==> src/rtl/scif_pkg.sv <==
package scif_pkg;
  parameter int unsigned FRAME_W   = 24;
  parameter int unsigned DATA_W    = 16;
  parameter int unsigned CHAIN_BIT = 3;

  typedef enum logic [7:0] {
    OP_NOP  = 8'h00,
    OP_DATA = 8'h01,
    OP_RDBK = 8'h02,
    OP_CTRL = 8'h55,
    OP_CLR  = 8'h56
  } op_e;

  typedef enum logic [1:0] {
    RB_STAT = 2'd0,
    RB_DATA = 2'd1,
    RB_CTRL = 2'd2,
    RB_ZERO = 2'd3
  } rb_sel_e;
endpackage

==> src/rtl/scif_sync.sv <==
module scif_sync #(
  parameter int unsigned N      = 3,
  parameter int unsigned STAGES = 2
) (
  input  logic         clk_i,
  input  logic         rst_ni,
  input  logic [N-1:0] d_i,
  output logic [N-1:0] q_o
);
  logic [STAGES-1:0][N-1:0] pipe_q;

  always_ff @(posedge clk_i or negedge rst_ni) begin
    if (!rst_ni) pipe_q <= '0;
    else         pipe_q <= {pipe_q[STAGES-2:0], d_i};
  end

  assign q_o = pipe_q[STAGES-1];
endmodule

==> src/rtl/scif_shifter.sv <==
module scif_shifter #(
  parameter int unsigned FRAME_W = 24,
  parameter int unsigned CNT_W   = 5
) (
  input  logic               clk_i,
  input  logic               rst_ni,
  input  logic               sclk_rise_i,
  input  logic               sclk_fall_i,
  input  logic               sdi_i,
  input  logic               latch_rise_i,
  input  logic               load_i,
  input  logic [FRAME_W-1:0] load_word_i,
  output logic [FRAME_W-1:0] word_o,
  output logic [CNT_W-1:0]   cnt_o,
  output logic               sdo_o
);
  localparam logic [CNT_W-1:0] CNT_SAT = CNT_W'(FRAME_W + 1);

  logic [FRAME_W-1:0] shreg_q;
  logic [CNT_W-1:0]   cnt_q;
  logic               sdo_q;

  // edge counter restarts on each latch rise, saturates one past a full frame
  always_ff @(posedge clk_i or negedge rst_ni) begin
    if (!rst_ni)                           cnt_q <= '0;
    else if (latch_rise_i)                 cnt_q <= sclk_rise_i ? CNT_W'(1) : '0;
    else if (sclk_rise_i && cnt_q != CNT_SAT) cnt_q <= cnt_q + CNT_W'(1);
  end

  always_ff @(posedge clk_i or negedge rst_ni) begin
    if (!rst_ni)          shreg_q <= '0;
    else if (load_i)      shreg_q <= load_word_i;
    else if (sclk_rise_i) shreg_q <= {shreg_q[FRAME_W-2:0], sdi_i};
  end

  always_ff @(posedge clk_i or negedge rst_ni) begin
    if (!rst_ni)          sdo_q <= 1'b0;
    else if (load_i)      sdo_q <= load_word_i[FRAME_W-1];
    else if (sclk_fall_i) sdo_q <= shreg_q[FRAME_W-1];
  end

  assign word_o = shreg_q;
  assign cnt_o  = cnt_q;
  assign sdo_o  = sdo_q;

  a_r9_sdo_follow: assert property (@(posedge clk_i) disable iff (!rst_ni)
    sclk_fall_i && !load_i |=> sdo_q == $past(shreg_q[FRAME_W-1]));
endmodule

==> src/rtl/scif_regs.sv <==
module scif_regs
  import scif_pkg::*;
#(
  parameter int unsigned FRAME_W = 24,
  parameter int unsigned DATA_W  = 16,
  parameter int unsigned CNT_W   = 5
) (
  input  logic               clk_i,
  input  logic               rst_ni,
  input  logic               latch_rise_i,
  input  logic [FRAME_W-1:0] word_i,
  input  logic [CNT_W-1:0]   cnt_i,
  output logic [DATA_W-1:0]  data_o,
  output logic [DATA_W-1:0]  ctrl_o,
  output logic               wr_stb_o,
  output logic               err_o,
  output logic               chain_o,
  output logic               rb_pend_o,
  output logic               load_o,
  output logic [FRAME_W-1:0] load_word_o
);
  localparam int unsigned PAD_W = FRAME_W - DATA_W - 2;

  logic [DATA_W-1:0] data_q, ctrl_q, rb_val;
  logic              stb_q, err_q, err_seen_q, rb_pend_q, load_q;
  logic [FRAME_W-1:0] load_word_q;
  logic [FRAME_W-DATA_W-1:0] op;
  logic [DATA_W-1:0] arg;
  logic              chain, frame_ok;

  assign op    = word_i[FRAME_W-1:DATA_W];
  assign arg   = word_i[DATA_W-1:0];
  assign chain = ctrl_q[CHAIN_BIT];
  assign frame_ok = chain ? (cnt_i >= CNT_W'(FRAME_W)) : (cnt_i == CNT_W'(FRAME_W));

  always_comb begin
    case (rb_sel_e'(arg[1:0]))
      RB_STAT: rb_val = {{(DATA_W-1){1'b0}}, err_seen_q};
      RB_DATA: rb_val = data_q;
      RB_CTRL: rb_val = ctrl_q;
      default: rb_val = '0;
    endcase
  end

  always_ff @(posedge clk_i or negedge rst_ni) begin
    if (!rst_ni) begin
      data_q      <= '0;
      ctrl_q      <= '0;
      stb_q       <= 1'b0;
      err_q       <= 1'b0;
      err_seen_q  <= 1'b0;
      rb_pend_q   <= 1'b0;
      load_q      <= 1'b0;
      load_word_q <= '0;
    end else begin
      stb_q  <= 1'b0;
      err_q  <= 1'b0;
      load_q <= 1'b0;
      if (latch_rise_i) begin
        rb_pend_q <= 1'b0;
        if (!frame_ok) begin
          err_q      <= 1'b1;
          err_seen_q <= 1'b1;
        end else begin
          case (op_e'(op))
            OP_DATA: begin data_q <= arg; stb_q <= 1'b1; end
            OP_CTRL: begin ctrl_q <= arg; stb_q <= 1'b1; end
            OP_CLR: if (arg[0]) begin
              data_q <= '0;
              ctrl_q <= '0;
              stb_q  <= 1'b1;
            end
            OP_RDBK: begin
              load_q      <= 1'b1;
              load_word_q <= {{PAD_W{1'b0}}, arg[1:0], rb_val};
              rb_pend_q   <= 1'b1;
            end
            default: ;
          endcase
        end
      end
    end
  end

  assign data_o      = data_q;
  assign ctrl_o      = ctrl_q;
  assign wr_stb_o    = stb_q;
  assign err_o       = err_q;
  assign chain_o     = chain;
  assign rb_pend_o   = rb_pend_q;
  assign load_o      = load_q;
  assign load_word_o = load_word_q;

  a_r4_err_no_stb: assert property (@(posedge clk_i) disable iff (!rst_ni)
    err_q |-> !stb_q);
  a_r4_err_single: assert property (@(posedge clk_i) disable iff (!rst_ni)
    err_q |=> !err_q);
  a_r2_stb_single: assert property (@(posedge clk_i) disable iff (!rst_ni)
    stb_q |=> !stb_q);
  a_r2_data_needs_stb: assert property (@(posedge clk_i) disable iff (!rst_ni)
    !$stable(data_q) |-> stb_q);
  a_r7_clear: assert property (@(posedge clk_i) disable iff (!rst_ni)
    latch_rise_i && frame_ok && op == OP_CLR && arg[0] |=> data_q == '0 && ctrl_q == '0);
endmodule

==> src/rtl/serial_cmd_if.sv <==
module serial_cmd_if
  import scif_pkg::*;
#(
  parameter int unsigned FRAME_BITS  = scif_pkg::FRAME_W,
  parameter int unsigned WORD_BITS   = scif_pkg::DATA_W,
  parameter int unsigned SYNC_STAGES = 2
) (
  input  logic                 clk_i,
  input  logic                 rst_ni,
  input  logic                 sclk_i,
  input  logic                 sdi_i,
  input  logic                 latch_i,
  output logic                 sdo_o,
  output logic [WORD_BITS-1:0] data_o,
  output logic [WORD_BITS-1:0] ctrl_o,
  output logic                 wr_stb_o,
  output logic                 frame_err_o
);
  localparam int unsigned CNT_W = $clog2(FRAME_BITS + 2);

  logic [2:0] lvl;
  logic       sclk_d, latch_d;
  logic       sclk_rise, sclk_fall, latch_rise;
  logic [FRAME_BITS-1:0] word, load_word;
  logic [CNT_W-1:0]      cnt;
  logic       load, chain, rb_pend, sdo_raw;

  scif_sync #(.N(3), .STAGES(SYNC_STAGES)) u_sync (
    .clk_i (clk_i),
    .rst_ni(rst_ni),
    .d_i   ({latch_i, sdi_i, sclk_i}),
    .q_o   (lvl)
  );

  always_ff @(posedge clk_i or negedge rst_ni) begin
    if (!rst_ni) begin
      sclk_d  <= 1'b0;
      latch_d <= 1'b0;
    end else begin
      sclk_d  <= lvl[0];
      latch_d <= lvl[2];
    end
  end

  assign sclk_rise  =  lvl[0] & ~sclk_d;
  assign sclk_fall  = ~lvl[0] &  sclk_d;
  assign latch_rise =  lvl[2] & ~latch_d;

  scif_shifter #(.FRAME_W(FRAME_BITS), .CNT_W(CNT_W)) u_shift (
    .clk_i       (clk_i),
    .rst_ni      (rst_ni),
    .sclk_rise_i (sclk_rise),
    .sclk_fall_i (sclk_fall),
    .sdi_i       (lvl[1]),
    .latch_rise_i(latch_rise),
    .load_i      (load),
    .load_word_i (load_word),
    .word_o      (word),
    .cnt_o       (cnt),
    .sdo_o       (sdo_raw)
  );

  scif_regs #(.FRAME_W(FRAME_BITS), .DATA_W(WORD_BITS), .CNT_W(CNT_W)) u_regs (
    .clk_i       (clk_i),
    .rst_ni      (rst_ni),
    .latch_rise_i(latch_rise),
    .word_i      (word),
    .cnt_i       (cnt),
    .data_o      (data_o),
    .ctrl_o      (ctrl_o),
    .wr_stb_o    (wr_stb_o),
    .err_o       (frame_err_o),
    .chain_o     (chain),
    .rb_pend_o   (rb_pend),
    .load_o      (load),
    .load_word_o (load_word)
  );

  // output is quiet unless chaining or a readback is armed
  assign sdo_o = sdo_raw & (chain | rb_pend);
endmodule

==> config.mk <==
export PLATFORM = sky130hd
export DESIGN_NAME = serial_cmd_if
export DESIGN_NICKNAME = d
export VERILOG_FILES = /design/src/rtl/scif_pkg.sv /design/src/rtl/scif_sync.sv /design/src/rtl/scif_shifter.sv /design/src/rtl/scif_regs.sv /design/src/rtl/serial_cmd_if.sv
export SDC_FILE = /design/constraint.sdc
export NUM_CORES = 1
export LEC_CHECK = 0
export ABC_CLOCK_PERIOD_IN_PS = 6100
export BUFFER_PORTS_ARGS = -buffer_cell sky130_fd_sc_hd__buf_2
export CAP_MARGIN = 20
export CORE_MARGIN = 5
export CORE_UTILIZATION = 31
export DETAILED_ROUTE_END_ITERATION = 6
export HOLD_SLACK_MARGIN = 0.1
export PLACE_DENSITY = 0.58
export SYNTH_ARGS = -nofsm -noshare
export SYNTH_HDL_FRONTEND = slang
export SYNTH_SLANG_ARGS = --single-unit
==> constraint.sdc <==
create_clock -name clk_i -period 6.1 [get_ports clk_i]
set_input_delay 1.525 -clock clk_i [delete_from_list [all_inputs] [get_ports clk_i]]
set_output_delay 1.525 -clock clk_i [all_outputs]
set_load 0.02 [all_outputs]
## Word level (Yosys, flattened, before mapping)

Index checks and enable logic that the tools add are counted.

| word-level totals | value |
|---|---|
| register bits | 93 |
| input bits | 5 |
| logic and storage cells | 68 |
| output and inout bits | 35 |

| cells by class | value |
|---|---|
| $add $sub $neg | 1 |
| order comparisons | 1 |
| reduce and logical (&&, ||, !) cells | 12 |
| muxes and demuxes | 21 |
| bitwise logic cells | 9 |
| eq/ne operators | 9 |

Operators by type and width:

| cell | count |
|---|---|
| 16-bit case mux with 2 select lines | 2 |
| 24-bit 2-to-1 mux | 2 |
| 16-bit case mux with 3 select lines | 1 |
| 8-bit by 7-bit equality test with 1-bit output (second input constant) | 2 |
| 16-bit 2-to-1 mux | 1 |
| 1-bit 2-to-1 mux | 12 |
| 5-bit 2-to-1 mux | 2 |
| 2-bit nonzero test | 5 |
| 8-bit by 1-bit equality test with 1-bit output (second input constant) | 1 |
| 8-bit by 2-bit equality test with 1-bit output (second input constant) | 1 |
| 4-bit AND reduction | 2 |
| 5-bit by 1-bit adder with 5-bit output (second input constant) | 1 |
| 5-bit equality test (second input constant) | 1 |
| 5-bit >= comparator (second input constant) | 1 |
| 5-bit != test (second input constant) | 1 |
| 1-bit AND | 4 |
| 1-bit NOT | 4 |
| 3-bit AND reduction | 1 |
| 2-bit by 1-bit equality test with 1-bit output (second input constant) | 1 |
| 2-bit equality test (second input constant) | 1 |
| 2-bit logical NOT | 1 |
| 2-bit != test (second input constant) | 1 |
| 1-bit case mux with 2 select lines | 1 |
| 2-bit AND reduction | 1 |
| 3 further kinds | 3 |

## Logic depth before layout (Yosys ltp)

| depth | value |
|---|---|
| depth after elaboration | 5 |
| gate-level depth with buffers | 7 |
| depth with buffers taken out | 6 |

## Cells and area by module

From an unflattened synthesis, not the netlist that was laid out.

| unflattened totals | value |
|---|---|
| cell total of the unflattened synthesis | 337 |
| area total of the unflattened synthesis | 4151.5 um2 |

By module, submodules not included:

| module | seq. area each (um2) | instances | area each (um2) | cells an instance |
|---|---|---|---|---|
| scif_regs | 1376.3 | 1 | 2468.6 | 186 |
| scif_shifter | 750.7 | 1 | 1431.4 | 136 |
| scif_sync | 150.1 | 1 | 172.7 | 9 |
| serial_cmd_if | 50.0 | 1 | 78.8 | 6 |

## Worst setup path before layout

Ideal clock, no wire load.

| path | value |
|---|---|
| kind | reg-to-output |
| from | register u_regs.ctrl_q[3] (netlist: u_regs.ctrl_o[3]) |
| to | output port sdo_o |
| stages on the path, launching flop included | 2 |
| buffers on the path | 0 |
| slack | 3910 ps |
| required time | 4575 ps |
| arrival time | 665 ps |
| path through | dfrtp_1 o21a_1 |

| on the way | value |
|---|---|
| word-level cells in the longest chain between the ends | 2 |

RTL lines:

| element | line | text |
|---|---|---|
| start: declaration | scif_regs.sv:24 | `logic [DATA_W-1:0] data_q, ctrl_q, rb_val;` |
| start signal: assignment | scif_regs.sv:48 | `ctrl_q <= '0;` |
| start signal: assignment | scif_regs.sv:67 | `OP_CTRL: begin ctrl_q <= arg; stb_q <= 1'b1; end` |
| start signal: assignment | scif_regs.sv:70 | `ctrl_q <= '0;` |
| 1-bit OR | serial_cmd_if.sv:80 | `assign sdo_o = sdo_raw & (chain \| rb_pend);` |
| 1-bit AND | serial_cmd_if.sv:80 |  |
| end: declaration | serial_cmd_if.sv:13 | `output logic sdo_o,` |

Every way passes these cells.

## Worst setup path after layout

Same ends and word-level chain as after synthesis.

==> flow_metrics.tcl <==
set metrics [dict create \
    max_stage_delay_ps 470 \
    dp_hpwl_mm 5.49 \
    period_minus_slack_ps 2740 \
    slew_headroom 0.312 \
    detail_route.first_pass.iterations 6 \
    cts_resized 0 \
    worstMarginPinSlew_ps 1030 \
    route.detailed.drc 0 \
    syn_nets 333 \
    synth_flop_cell "dfrtp_1" \
    insertion_delay_ps 340 \
    fin_crit_sh 0.449 \
    p_leak_nw 2.30 \
    hold_buffers 0 \
    worstPathCellList "o21a_1 -> buf_2" \
    drive_gt1_frac 0.343 \
    slowest_stage "dfrtp_1" \
    cp-end-kind "output pin" \
    grt.total_usage 0.114 \
    cts_setup_buffers 0 \
    grt_max_degree 57 \
    async_flop_share 1.00 \
    die_w_um 124 \
    h-tree-depth 3 \
    synthTopCellsByArea "dfrtp_1, mux2_2, mux2i_1" \
    die_height_um 124 \
    vias_per_cell 4.76 \
    worst_ep_arrival_time_ps 1210 \
    fill_cells 1268 \
    final.setup.tns_ps 0 \
    critPathMaxFanout 7 \
    initial_core_util 0.319 \
    vias 2567 \
    grt_overflow 0 \
    io_buffers 39 \
    std_cell_rows 41 \
    peakVddDrop_mv 0.187 \
    numCtsBuffers 9 \
    ys_warn_count 0 \
    crit_type "register to output pin" \
    yosys.area.top_type "dfrtp_1" \
    fin_skew_ps 11.4 \
    r2r_setup_slack_ps 3590 \
    power_density_nw_per_um2 304 \
    die_area_sq_um 15500 \
    p_total_mw 1.43 \
    cts.sinks 93 \
    antenna_found_initial 0 \
    syn_inst 325 \
    cts_buffer_depth 2 \
    min-delay-start "u_sync.pipe_q[0]$_DFF_PN0_" \
    antenna_cells 0 \
    synth_edf_count 0 \
    syn2layout_area_growth_pct 16.0 \
    syn_area_sq_um 4060 \
    setup_viol 0 \
    cts-root-buf "clkbuf_16" \
    synth_top_area_share 0.574 \
    tritoncts "built" \
    post-route-util 0.370 \
    fmax_mhz 365 \
    rsz0062_at_grt "false" \
    critPathRequiredTime_ps 4580 \
    ys_ff_latch 93 \
    min_path_type "register to register" \
    routedWlPerCell_um 15.8 \
    ys_seq_area_frac 0.574 \
    reg2reg_from "u_shift.cnt_o[0]$_DFFE_PN0P_" \
    yosysMostFrequentCell "dfrtp_1" \
    ys_types 38 \
    num-nets-final 370 \
    grt_pass1_wl_mm 14.2 \
    path_clk_slew_ps 60 \
    maxCapViolCount 0 \
    synth.cells.most_frequent "dfrtp_1, mux2_2, nand2_1" \
    grt_pass1_vias 2663 \
    synth.avg_cell_area_sq_um 12.5 \
    place.gp.congestion 0.758 \
    hold_viol 0 \
    ant_nets 0 \
    maxSlewViolCount 0 \
    drtIter0Drc 144 \
    status "finished, final reports clean" \
    num_io_pins 40 \
    critPathLaunchType "register" \
    routed_wl_mm 8.54 \
    crit_path_start "u_regs.ctrl_o[3]$_DFFE_PN0P_" \
    coreArea_sq_um 12700 \
]
==> cell families (layout without fill, tap and decap cells) <==
family,count (synthesis),in the layout,share of synthesized area
DFF,93,93,0.574
AOI/OAI and AO/OA,55,55,0.0882
buffers and inverters,20,62,0.0244
and+or+nand+nor,83,83,0.115
adders and majority gates,3,3,0.00926
xor gates and xnor gates,3,3,0.00648
muxes,68,68,0.183
==> layout by cell type, fill, tap and decap left out, types with 2 or more instances in the layout <==
master and count:
o21ai_0 21, nor2b_2 2, nor2_1 6, mux2_2 48, nand2_1 34, or3_4 2, buf_4 6, inv_1 2
nand3_1 3, buf_2 38, nor2b_1 2, ha_1 3, dfrtp_1 93, inv_6 2, clkbuf_1 2, nand2b_1 5
clkbuf_16 9, a21oi_1 10, a22o_1 15, and2_4 9, xor2_1 3, clkbuf_8 2, nand4_1 3, and2_1 8
or2_2 2, mux2i_1 20, o22ai_1 2
==> path summary, 6_finish.rpt <==
kind | to | cells past startpoint
max | sdo_o | 2
min | u_sync.q_o[0]$_DFF_PN0_ | 0
max reg2reg | u_regs.load_word_o[12]$_DFFE_PN0P_ | 6
min reg2reg | u_sync.q_o[0]$_DFF_PN0_ | 0
max in group asynchronous | u_sync.q_o[0]$_DFF_PN0_ | 2
min in group asynchronous | u_sync.pipe_q[2]$_DFF_PN0_ | 1
==> registers in the layout, indices dropped and copies added (netlist names), 3 cells and up <==
| signal | cells |
|---|---|
| u_regs.ctrl_o | 16 |
| u_regs.data_o | 16 |
| u_regs.load_word_o | 18 |
| u_shift.cnt_o | 5 |
| u_shift.word_o | 24 |
| u_sync.pipe_q | 3 |
| u_sync.q_o | 3 |
==> through the flow <==
stage	instance area, sq um	cells	hold WS, ps	setup slack, ps
2_1_floorplan	4060	325	331	3910
3_3_place_gp	4420	523	341	3450
5_1_grt	4710	539	366	3320
3_5_place_dp	4420	523	340	3420
4_1_cts	4710	539	354	3360
6_report	4710	539	350	3360
==> power breakdown <==
part,internal [mW],switching [mW],leakage (nW)
combinational,0.0867,0.0918,0.912
clock,0.303,0.233,0.141
sequential,0.669,0.0490,1.25
total,1.06,0.374,2.30
==> per-layer routing <==
metal / track usage / vias up / share of wire
li1: - / 1209 / -
met5: 0 / - / 0
met3: 0.0326 / 13 / 0.043
met1: 0.164 / 1285 / 0.52
met4: 0.0387 / 0 / 0.015
met2: 0.166 / 60 / 0.43
==> area by class of cell <==
class	count	area, sq um	area share
clock buffer	13	260	0.0553
clock inverter	3	26.3	0.00558
inverter	2	7.51	0.00160
multi-input combinational	212	1630	0.347
sequential	93	2330	0.495
tap	172	215	0.0457
timing repair buffer	44	235	0.0500
==> critical path: cells and delay by family (launching register included) <==
family / cells / cell delay [ps]
compound gates: 1 / 240
flops: 1 / 470
buf+inv: 1 / 160
(Power assumes the default switching activity.)
